### src/rtl/prom_pkg.sv
package prom_pkg;

  typedef enum logic [1:0] {
    ST_PWR  = 2'd0,
    ST_IDLE = 2'd1,
    ST_ACC  = 2'd2,
    ST_REL  = 2'd3
  } prom_state_e;

  // Nanosecond limit to clock cycles, rounded up, never below one.
  function automatic int ns_to_cyc(input int ns, input int clk_ps);
    int c;
    c = (ns * 1000 + clk_ps - 1) / clk_ps;
    return (c < 1) ? 1 : c;
  endfunction

endpackage

### src/rtl/prom_timer.sv
module prom_timer #(
  parameter int W       = 5,
  parameter int RST_VAL = 0
) (
  input  logic         clk,
  input  logic         rst_n,
  input  logic         load,
  input  logic [W-1:0] load_val,
  output logic         done
);
  logic [W-1:0] cnt_q, cnt_d;

  always_comb begin
    cnt_d = cnt_q;
    if (load)
      cnt_d = load_val;
    else if (cnt_q != '0)
      cnt_d = cnt_q - 1'b1;
  end

  always_ff @(posedge clk or negedge rst_n) begin
    if (!rst_n) cnt_q <= W'(RST_VAL);
    else        cnt_q <= cnt_d;
  end

  assign done = (cnt_q == '0);
endmodule

### src/rtl/prom_page_track.sv
module prom_page_track #(
  parameter int TAG_W = 19
) (
  input  logic             clk,
  input  logic             rst_n,
  input  logic             set,
  input  logic [TAG_W-1:0] set_tag,
  input  logic             close,
  input  logic [TAG_W-1:0] probe_tag,
  output logic             hit
);
  logic [TAG_W-1:0] tag_q;
  logic             open_q;
  logic             open_d;

  always_comb begin
    open_d = open_q;
    if (close)    open_d = 1'b0;
    else if (set) open_d = 1'b1;
  end

  always_ff @(posedge clk or negedge rst_n) begin
    if (!rst_n) open_q <= 1'b0;
    else        open_q <= open_d;
  end

  always_ff @(posedge clk or negedge rst_n) begin
    if (!rst_n)   tag_q <= '0;
    else if (set) tag_q <= set_tag;
  end

  assign hit = open_q && (probe_tag == tag_q);
endmodule

### src/rtl/prom_lane_fmt.sv
module prom_lane_fmt #(
  parameter int DATA_W = 16
) (
  input  logic              byte_mode,
  input  logic [DATA_W-1:0] dq,
  output logic [DATA_W-1:0] data
);
  localparam int LANE_W = DATA_W / 2;

  always_comb begin
    if (byte_mode) data = {{(DATA_W-LANE_W){1'b0}}, dq[LANE_W-1:0]};
    else           data = dq;
  end
endmodule

### src/rtl/prom_page_reader.sv
module prom_page_reader #(
  parameter int ADDR_W   = 21,
  parameter int DATA_W   = 16,
  parameter int LEN_W    = 4,
  parameter int PAGE_W   = 2,
  parameter int CLK_PS   = 8000,
  parameter int PWR_NS   = 200,
  parameter int ACC_NS   = 100,
  parameter int PAGE_NS  = 25,
  parameter int REL_NS   = 25
) (
  input  logic              clk,
  input  logic              rst_n,
  input  logic              req_valid,
  output logic              req_ready,
  input  logic [ADDR_W:0]   req_addr,
  input  logic [LEN_W-1:0]  req_len,
  input  logic              req_byte,
  output logic              rsp_valid,
  output logic [DATA_W-1:0] rsp_data,
  output logic              rsp_last,
  output logic              rom_ce_n,
  output logic              rom_oe_n,
  output logic              rom_word_sel,
  output logic [ADDR_W-1:0] rom_addr,
  output logic              rom_lsb,
  output logic              rom_lsb_oe,
  input  logic [DATA_W-1:0] rom_dq
);
  import prom_pkg::*;

  localparam int PWR_CYC  = ns_to_cyc(PWR_NS, CLK_PS);
  localparam int ACC_CYC  = ns_to_cyc(ACC_NS, CLK_PS);
  localparam int PAGE_CYC = ns_to_cyc(PAGE_NS, CLK_PS);
  localparam int REL_CYC  = ns_to_cyc(REL_NS, CLK_PS);
  localparam int MAX_A    = (PWR_CYC > ACC_CYC) ? PWR_CYC : ACC_CYC;
  localparam int MAX_B    = (PAGE_CYC > REL_CYC) ? PAGE_CYC : REL_CYC;
  localparam int MAX_CYC  = (MAX_A > MAX_B) ? MAX_A : MAX_B;
  localparam int CNT_W    = $clog2(MAX_CYC + 1);
  localparam int TAG_W    = ADDR_W - PAGE_W;

  prom_state_e       state_q, state_d;
  logic [ADDR_W:0]   unit_q, unit_d;
  logic [LEN_W-1:0]  left_q, left_d;
  logic              byte_q, byte_d;
  logic              tmr_load, tmr_done;
  logic [CNT_W-1:0]  tmr_val;
  logic              trk_set, trk_close, trk_hit;
  logic [TAG_W-1:0]  trk_tag;
  logic [ADDR_W:0]   unit_nx;
  logic [ADDR_W-1:0] word_cur, word_nx, word_req;
  logic              capture;
  logic [DATA_W-1:0] fmt_data;
  logic              rsp_valid_q, rsp_last_q;
  logic [DATA_W-1:0] rsp_data_q;

  function automatic logic [ADDR_W-1:0] word_of(input logic [ADDR_W:0] u, input logic b);
    return b ? u[ADDR_W:1] : u[ADDR_W-1:0];
  endfunction

  assign unit_nx  = unit_q + 1'b1;
  assign word_cur = word_of(unit_q, byte_q);
  assign word_nx  = word_of(unit_nx, byte_q);
  assign word_req = word_of(req_addr, req_byte);
  assign capture  = (state_q == ST_ACC) && tmr_done;

  prom_timer #(.W(CNT_W), .RST_VAL(PWR_CYC - 1)) u_timer (
    .clk(clk), .rst_n(rst_n), .load(tmr_load), .load_val(tmr_val), .done(tmr_done)
  );

  prom_page_track #(.TAG_W(TAG_W)) u_track (
    .clk(clk), .rst_n(rst_n), .set(trk_set), .set_tag(trk_tag), .close(trk_close),
    .probe_tag(word_nx[ADDR_W-1:PAGE_W]), .hit(trk_hit)
  );

  prom_lane_fmt #(.DATA_W(DATA_W)) u_fmt (
    .byte_mode(byte_q), .dq(rom_dq), .data(fmt_data)
  );

  always_comb begin
    state_d   = state_q;
    unit_d    = unit_q;
    left_d    = left_q;
    byte_d    = byte_q;
    tmr_load  = 1'b0;
    tmr_val   = '0;
    trk_set   = 1'b0;
    trk_close = 1'b0;
    trk_tag   = word_cur[ADDR_W-1:PAGE_W];
    case (state_q)
      ST_PWR: begin
        if (tmr_done) state_d = ST_IDLE;
      end
      ST_IDLE: begin
        if (req_valid) begin
          unit_d   = req_addr;
          left_d   = req_len;
          byte_d   = req_byte;
          tmr_load = 1'b1;
          tmr_val  = CNT_W'(ACC_CYC - 1);
          trk_set  = 1'b1;
          trk_tag  = word_req[ADDR_W-1:PAGE_W];
          state_d  = ST_ACC;
        end
      end
      ST_ACC: begin
        if (tmr_done) begin
          tmr_load = 1'b1;
          if (left_q == '0) begin
            tmr_val   = CNT_W'(REL_CYC - 1);
            trk_close = 1'b1;
            state_d   = ST_REL;
          end else begin
            unit_d  = unit_nx;
            left_d  = left_q - 1'b1;
            tmr_val = trk_hit ? CNT_W'(PAGE_CYC - 1) : CNT_W'(ACC_CYC - 1);
            trk_set = 1'b1;
            trk_tag = word_nx[ADDR_W-1:PAGE_W];
          end
        end
      end
      default: begin
        if (tmr_done) state_d = ST_IDLE;
      end
    endcase
  end

  always_ff @(posedge clk or negedge rst_n) begin
    if (!rst_n) begin
      state_q <= ST_PWR;
      unit_q  <= '0;
      left_q  <= '0;
      byte_q  <= 1'b0;
    end else begin
      state_q <= state_d;
      unit_q  <= unit_d;
      left_q  <= left_d;
      byte_q  <= byte_d;
    end
  end

  always_ff @(posedge clk or negedge rst_n) begin
    if (!rst_n) begin
      rsp_valid_q <= 1'b0;
      rsp_last_q  <= 1'b0;
    end else begin
      rsp_valid_q <= capture;
      rsp_last_q  <= capture && (left_q == '0);
    end
  end

  always_ff @(posedge clk or negedge rst_n) begin
    if (!rst_n)       rsp_data_q <= '0;
    else if (capture) rsp_data_q <= fmt_data;
  end

  assign req_ready    = (state_q == ST_IDLE);
  assign rom_ce_n     = (state_q != ST_ACC);
  assign rom_oe_n     = (state_q != ST_ACC);
  assign rom_word_sel = ~byte_q;
  assign rom_addr     = word_cur;
  assign rom_lsb      = unit_q[0];
  assign rom_lsb_oe   = byte_q && (state_q == ST_ACC);
  assign rsp_valid    = rsp_valid_q;
  assign rsp_data     = rsp_data_q;
  assign rsp_last     = rsp_last_q;
endmodule

### config.mk
export PLATFORM = sky130hd
export DESIGN_NAME = prom_page_reader
export DESIGN_NICKNAME = d
export VERILOG_FILES = /design/src/rtl/prom_pkg.sv /design/src/rtl/prom_timer.sv /design/src/rtl/prom_page_track.sv /design/src/rtl/prom_lane_fmt.sv /design/src/rtl/prom_page_reader.sv
export SDC_FILE = /design/constraint.sdc
export NUM_CORES = 1
export LEC_CHECK = 0
export CAP_MARGIN = 25
export CORE_ASPECT_RATIO = 1.4
export CORE_MARGIN = 2
export CORE_UTILIZATION = 45
export DETAILED_ROUTE_END_ITERATION = 8
export HOLD_SLACK_MARGIN = 0.08
export PLACE_DENSITY_LB_ADDON = 0.08
export SETUP_SLACK_MARGIN = 0.3
export SLEW_MARGIN = 20
export SYNTH_ARGS = -nofsm -noshare
export SYNTH_HDL_FRONTEND = slang
export SYNTH_HIERARCHICAL = 1
export SYNTH_SLANG_ARGS = --single-unit
### constraint.sdc
create_clock -name clk -period 6 [get_ports clk]
set_clock_uncertainty 0.05 [all_clocks]
set_input_delay 1.2 -clock clk [delete_from_list [all_inputs] [get_ports clk]]
set_output_delay 1.2 -clock clk [all_outputs]
set_load 0.02 [all_outputs]
# --- Yosys cells after proc, flatten, opt, wreduce, memory -nomap -nowiden ---
# Index checks and enable logic that the tools add are counted.
# Widths: inputs -> output; s select.
totals:
  inputBits: 46
  romBits: 0
  ff_bits: 72
  elab_cells: 75
  latch_bits: 0
  ram_bits: 0
  memories: 0
classes:
  bitwise_logic: 1
  div: 0
  mul: 0
  n_shift: 0
  n_lt_le_gt_ge: 0
  mux: 39
  eq_ne: 8
  reduce_logical: 14
  addsub: 3
op_table:
  columns: ["operator", "n"]
  rows:
  - ["$mux 22", 3]
  - ["$mux 21", 3]
  - ["$mux 19", 3]
  - ["$pmux 22 s2", 1]
  - ["$pmux 19 s2", 1]
  - ["$mux 4", 7]
  - ["$add 22x1->22 const B", 1]
  - ["$eq 19x19->1", 1]
  - ["$mux 16", 1]
  - ["$pmux 4 s2", 2]
  - ["$mux 5", 2]
  - ["$ne 2x2->1 const B", 5]
  - ["$mux 1", 9]
  - ["$mux 2", 4]
  - ["$reduce_and 4->1", 2]
  - ["$reduce_bool 2->1", 4]
  - ["$logic_not 5->1", 1]
  - ["$reduce_bool 5->1", 1]
  - ["$sub 5x1->5 const B", 1]
  - ["$logic_and 1x1->1", 4]
  - ["$logic_not 4->1", 1]
  - ["$pmux 1 s2", 2]
  - ["$pmux 2 s2", 1]
  - ["$sub 4x1->4 const B", 1]
  - ["other kinds (4)", 4]

# --- Logic depth before layout (Yosys ltp) ---
depth:
  ltp_word: 9
  mapped_depth: 15
  ltp_nobuf: 14

# --- Cells and area by module ---
# Netlist, hierarchy kept.
by_module_without_submodules:
  columns: ["module", "cells_per_inst", "seq_area_each_um2", "n_inst", "area_each_um2"]
  rows:
  - ["prom_page_reader", 511, 1176.1, 1, 4152.7]
  - ["prom_page_track", 69, 500.5, 1, 944.7]
  - ["prom_timer", 27, 127.6, 1, 281.5]
  - ["prom_lane_fmt", 16, 0.0, 1, 110.1]

# --- Worst setup path after synthesis ---
# OpenSTA, ideal clock, no wires.
synth_timing:
  kind: "register to output"
  startpoint: "reg byte_q"
  endpoint: "out rom_addr[0]"
  slack_ps: 2810
  path_buffers: 4
  stages_incl_launch_ff: 6
  t_required_ps: 4750
  t_arrival_ps: 1940
  path_cell_list: "dfrtp_1 -> clkbuf_1 -> clkbuf_1 -> clkbuf_1 -> clkbuf_1 -> mux2_2"
synth_between:
  elab_chain_len: 1
synth_lines:
  columns: ["element", "line_no", "text"]
  rows:
  - ["start, declared", "prom_page_reader.sv:45", "logic byte_q, byte_d;"]
  - ["start signal, assigned", "prom_page_reader.sv:138", "byte_q <= byte_d;"]
  - ["$mux 21", "prom_page_reader.sv:58", "return b ? u[ADDR_W:1] : u[ADDR_W-1:0];"]
  - ["end, declared", "prom_page_reader.sv:25", "output logic [ADDR_W-1:0] rom_addr,"]
# Every way passes these cells.

# --- Worst setup path in the final report ---
layout_timing:
  startpoint: "reg u_timer.cnt_q[0]"
  endpoint: "reg unit_q[11]"
layout_between:
  elab_chain_len: 3
layout_lines:
  columns: ["element", "line_no", "text"]
  rows:
  - ["start, declared", "prom_timer.sv:11", "logic [W-1:0] cnt_q, cnt_d;"]
  - ["start signal, assigned", "prom_timer.sv:22", "if (!rst_n) cnt_q <= W'(RST_VAL);"]
  - ["start signal, assigned", "prom_timer.sv:23", "else cnt_q <= cnt_d;"]
  - ["$logic_not 5->1", "prom_timer.sv:26", "assign done = (cnt_q == '0);"]
  - ["named net tmr_done", "prom_page_reader.sv:46", "logic tmr_load, tmr_done;"]
  - ["$ne 2x2->1 (no line)", null, null]
  - ["$reduce_and 4->1 (no line)", null, null]
  - ["end signal, assigned", "prom_page_reader.sv:136", "unit_q <= unit_d;"]
  - ["end, declared", "prom_page_reader.sv:43", "logic [ADDR_W:0] unit_q, unit_d;"]
# The timed path passes the listed nets, and every way through them passes these cells.
# A chain may end at the register's enable or synchronous reset.

==> impl_metrics.toml <==
[power_and_ir_drop]
combinationalPowerShare_pct = 61.1
p_int_mw = 2.30
seqPwrFrac_pct = 24.0
power_density_nw_per_um2 = 650
power.total_mw = 4.38
p_leak_nw = 2.74
ir_drop_mv = 0.301
p_sw_share_pct = 47.5
clkPwrFrac_pct = 14.9
p_switching_mw = 2.08

[die]
core_um2 = 11900
initial_core_util_pct = 46.2
rows = 47
die_y_um = 135
die_width_um = 97.3
design.die.area_um2 = 13100
io_pins = 91

[synth]
yosysTopAreaCell = "dfrtp_1"
netlist_instances = 623
synth-edff-count = 0
synth_most_common_cell = "dfrtp_1"
synth.avg_cell_area_um2 = 8.81
synth_area_leaders = "dfrtp_1 32%, mux2_2 9.4%, mux2i_1 5.3%"
yosysSeqAreaShare_pct = 32.9
synth_compound_area_share_pct = 20.2
synth.distinct_cells = 67
synth_flop_cell = "dfrtp_1"
synthMuxAreaShare_pct = 14.7
syn-num-nets = 675
synth_seq_cells = 72
synth_top_family_by_area = "compound AO/OA/AOI/OAI gates"
netlist_area_um2 = 5490
synth_fa_ha_area_share_pct = 1.37
synth_simple_gate_area_share_pct = 18.2
synth_xor_area_share_pct = 5.58
synth_common_cells = "70 x dfrtp_1, 53 x nand2_1, 46 x mux2_2, 45 x nor2_1, 40 x o21ai_0"
synth_top_area_share_pct = 31.9
async_reset_ff_share_pct = 100
yosysWarningCount = 6

[detailed_routing]
drtIter0Drc = 402
dr.pass1.iters = 6
ant_nets = 0
drc = 0
avgViaCountPerCell = 6.29
finalWirelength_mm = 18.4
wl_per_cell_um = 22.3
vias = 5184

[clock_tree]
cts_tree = "done"
clk_latency_ns = 0.35
clock_sinks = 72
clock_path_buffers = 2
hold_buffers = 0
numCtsBuffers = 9
cts-root-buf = "clkbuf_16"
clkSlewWorstSetupHoldPaths_ns = 0.07
cts_setup_buffers = 0
cts_max_level = 3
cts_resized = 0

[status]
outcome = "completed"

[setup_path]
crit_required_ns = 6.22
reg2regPathDepth = 10
crit_path_max_fanout = 22
cp-startpoint = "u_timer/cnt_q[0]$_DFFE_PN0P_"
cp-end-kind = "register"
cp_cell_sequence = "inv_1 -> ha_1 -> nor4b_4 -> nand2_1 -> inv_1 -> a21o_1 -> and2_1 -> buf_4 -> o22ai_1 -> a21oi_1"
slowest_delay_ns = 0.83
slowest_stage = "and2_1"
crit_end = "unit_q[11]$_DFFE_PN0P_"
r2r_start = "u_timer/cnt_q[0]$_DFFE_PN0P_"
cpMostUsedCell = "inv_1"
r2r-end = "unit_q[11]$_DFFE_PN0P_"
critical_path_class = "register to register"
worst_ep_arrival_time_ns = 4.33
cp-start-kind = "register"
regToRegSetupSlack_ns = 1.89

[timing]
fin_hold_ws_ns = 0.455
max_freq_mhz = 243
hold_viol_final = 0
drv_slew = 0
tightest_slew_ns = 0.957
rsz0062_at_grt = "no"
slew_headroom_pct = 36.2
fin_tns_setup_ns = 0
fin_crit_sh_pct = 68.5
setup_viol = 0
period_minus_slack_ns = 4.11

[global_route]
top_usage_layer = "met2"
grt_max_degree = 73
grt_use_met1_pct = 33.5
grt.total_usage_pct = 28.2
met3_usage_pct = 6.06
antenna_found_initial = 0
grt_pass1_wl_mm = 28.9
use_met2_pct = 48.9
grt_pass1_vias = 5253
gr-total-overflow = 0

[final_layout]
regArea_um2 = 1810
design_area_um2 = 6730
n_fill_cell = 1130
layout.nets = 724
multi_input_area_um2 = 3310
area_growth_pct = 22.7
post-route-util_pct = 56.7
drive_above_1_share_pct = 14.5
antennaDiodeCount = 0

[place]
place_hpwl_mm = 12.9
gp_congestion = 1.02
portBuffers = 90
placed_area_um2 = 6360

[hold_path]
whs_path_depth = 1
hold_path.class = "register to register"
min_from = "rsp_data[8]$_DFFE_PN0P_"

[flow_run]
cap_violations = 0
[routing by layer]
layer / routed length, µm / up-vias / share of wire [%]
li1: - / 2364 / -
met3: 1270 / 52 / 6.9
met5: 0 / - / 0
met1: 7120 / 2516 / 39
met4: 804 / 0 / 4.4
met2: 9200 / 252 / 50
[worst min-delay path by stage]
stage,endpoint,slack [ns]
after global placement,rsp_data[4]$_DFFE_PN0P_,0.44
after global routing,rsp_data[1]$_DFFE_PN0P_,0.48
final,rsp_data[8]$_DFFE_PN0P_,0.46
after detailed placement,u_track/open_q$_DFFE_PN0P_,0.44
after CTS,rsp_data[4]$_DFFE_PN0P_,0.46
after floorplan,u_track/open_q$_DFFE_PN0P_,0.42
[worst max-delay path, delay by kind of cell (launching register included)]
kind,cells,cell delay (ns)
AND/OR/NAND/NOR,3,1.55
buffers and inverters,3,1.04
AO/OA/AOI/OAI,3,0.80
flip-flops,1,0.38
adder cells (fa/ha/maj),1,0.21
[power groups by stage]
stage	Sequential, mW	Clock, mW	Combinational [mW]
detailed placement	1.05	0	2.64
global placement	1.03	0	2.60
finish	1.05	0.653	2.67
global route	1.08	0.684	2.86
CTS	1.04	0.660	2.65
floorplan	0.938	0	1.85
[flip-flops by register name, indices dropped and copies added (netlist names)]
signal          flops
unit_q             22
rsp_valid           1
state_q             2
u_track/tag_q      19
byte_q              1
rsp_last            1
rsp_data           16
u_track/open_q      1
u_timer/cnt_q       5
left_q              4
[through the flow]
step	std cells	setup WS, ns
global placement	807	2.00
CTS	823	1.89
floorplan	623	2.81
global route	824	1.62
detailed placement	807	1.91
finish	824	1.89
[cells in the final DEF (no fill, tap or decap), types with 11 or more instances in the layout]
cell type / count
dfrtp_1: 69
inv_1: 23
mux2i_1: 29
xor2_1: 14
nor2_1: 45
mux2_2: 46
nand4_1: 11
clkdlybuf4s50_1: 89
nand2_1: 53
nand3_1: 13
a221o_1: 14
xnor2_1: 21
a21oi_1: 29
o21ai_0: 40
o22ai_1: 18
[cell type report]
class                   count  area share, %
multi-input cells         465           49.2
clock inverters             7           1.86
clock buffers               9           3.34
well taps                 147           2.73
flip-flops and latches     72           26.8
inverters                  24           1.34
repair buffers            100           14.8
[kinds of logic after synthesis]
family,after synthesis
other,1
DFF,72
muxes,75
buffers and inverters,86
xor gates and xnor gates,35
and+or+nand+nor,184
adders and majority gates,6
AOI/OAI and AO/OA,164
Power figures use the tool's default switching activity.
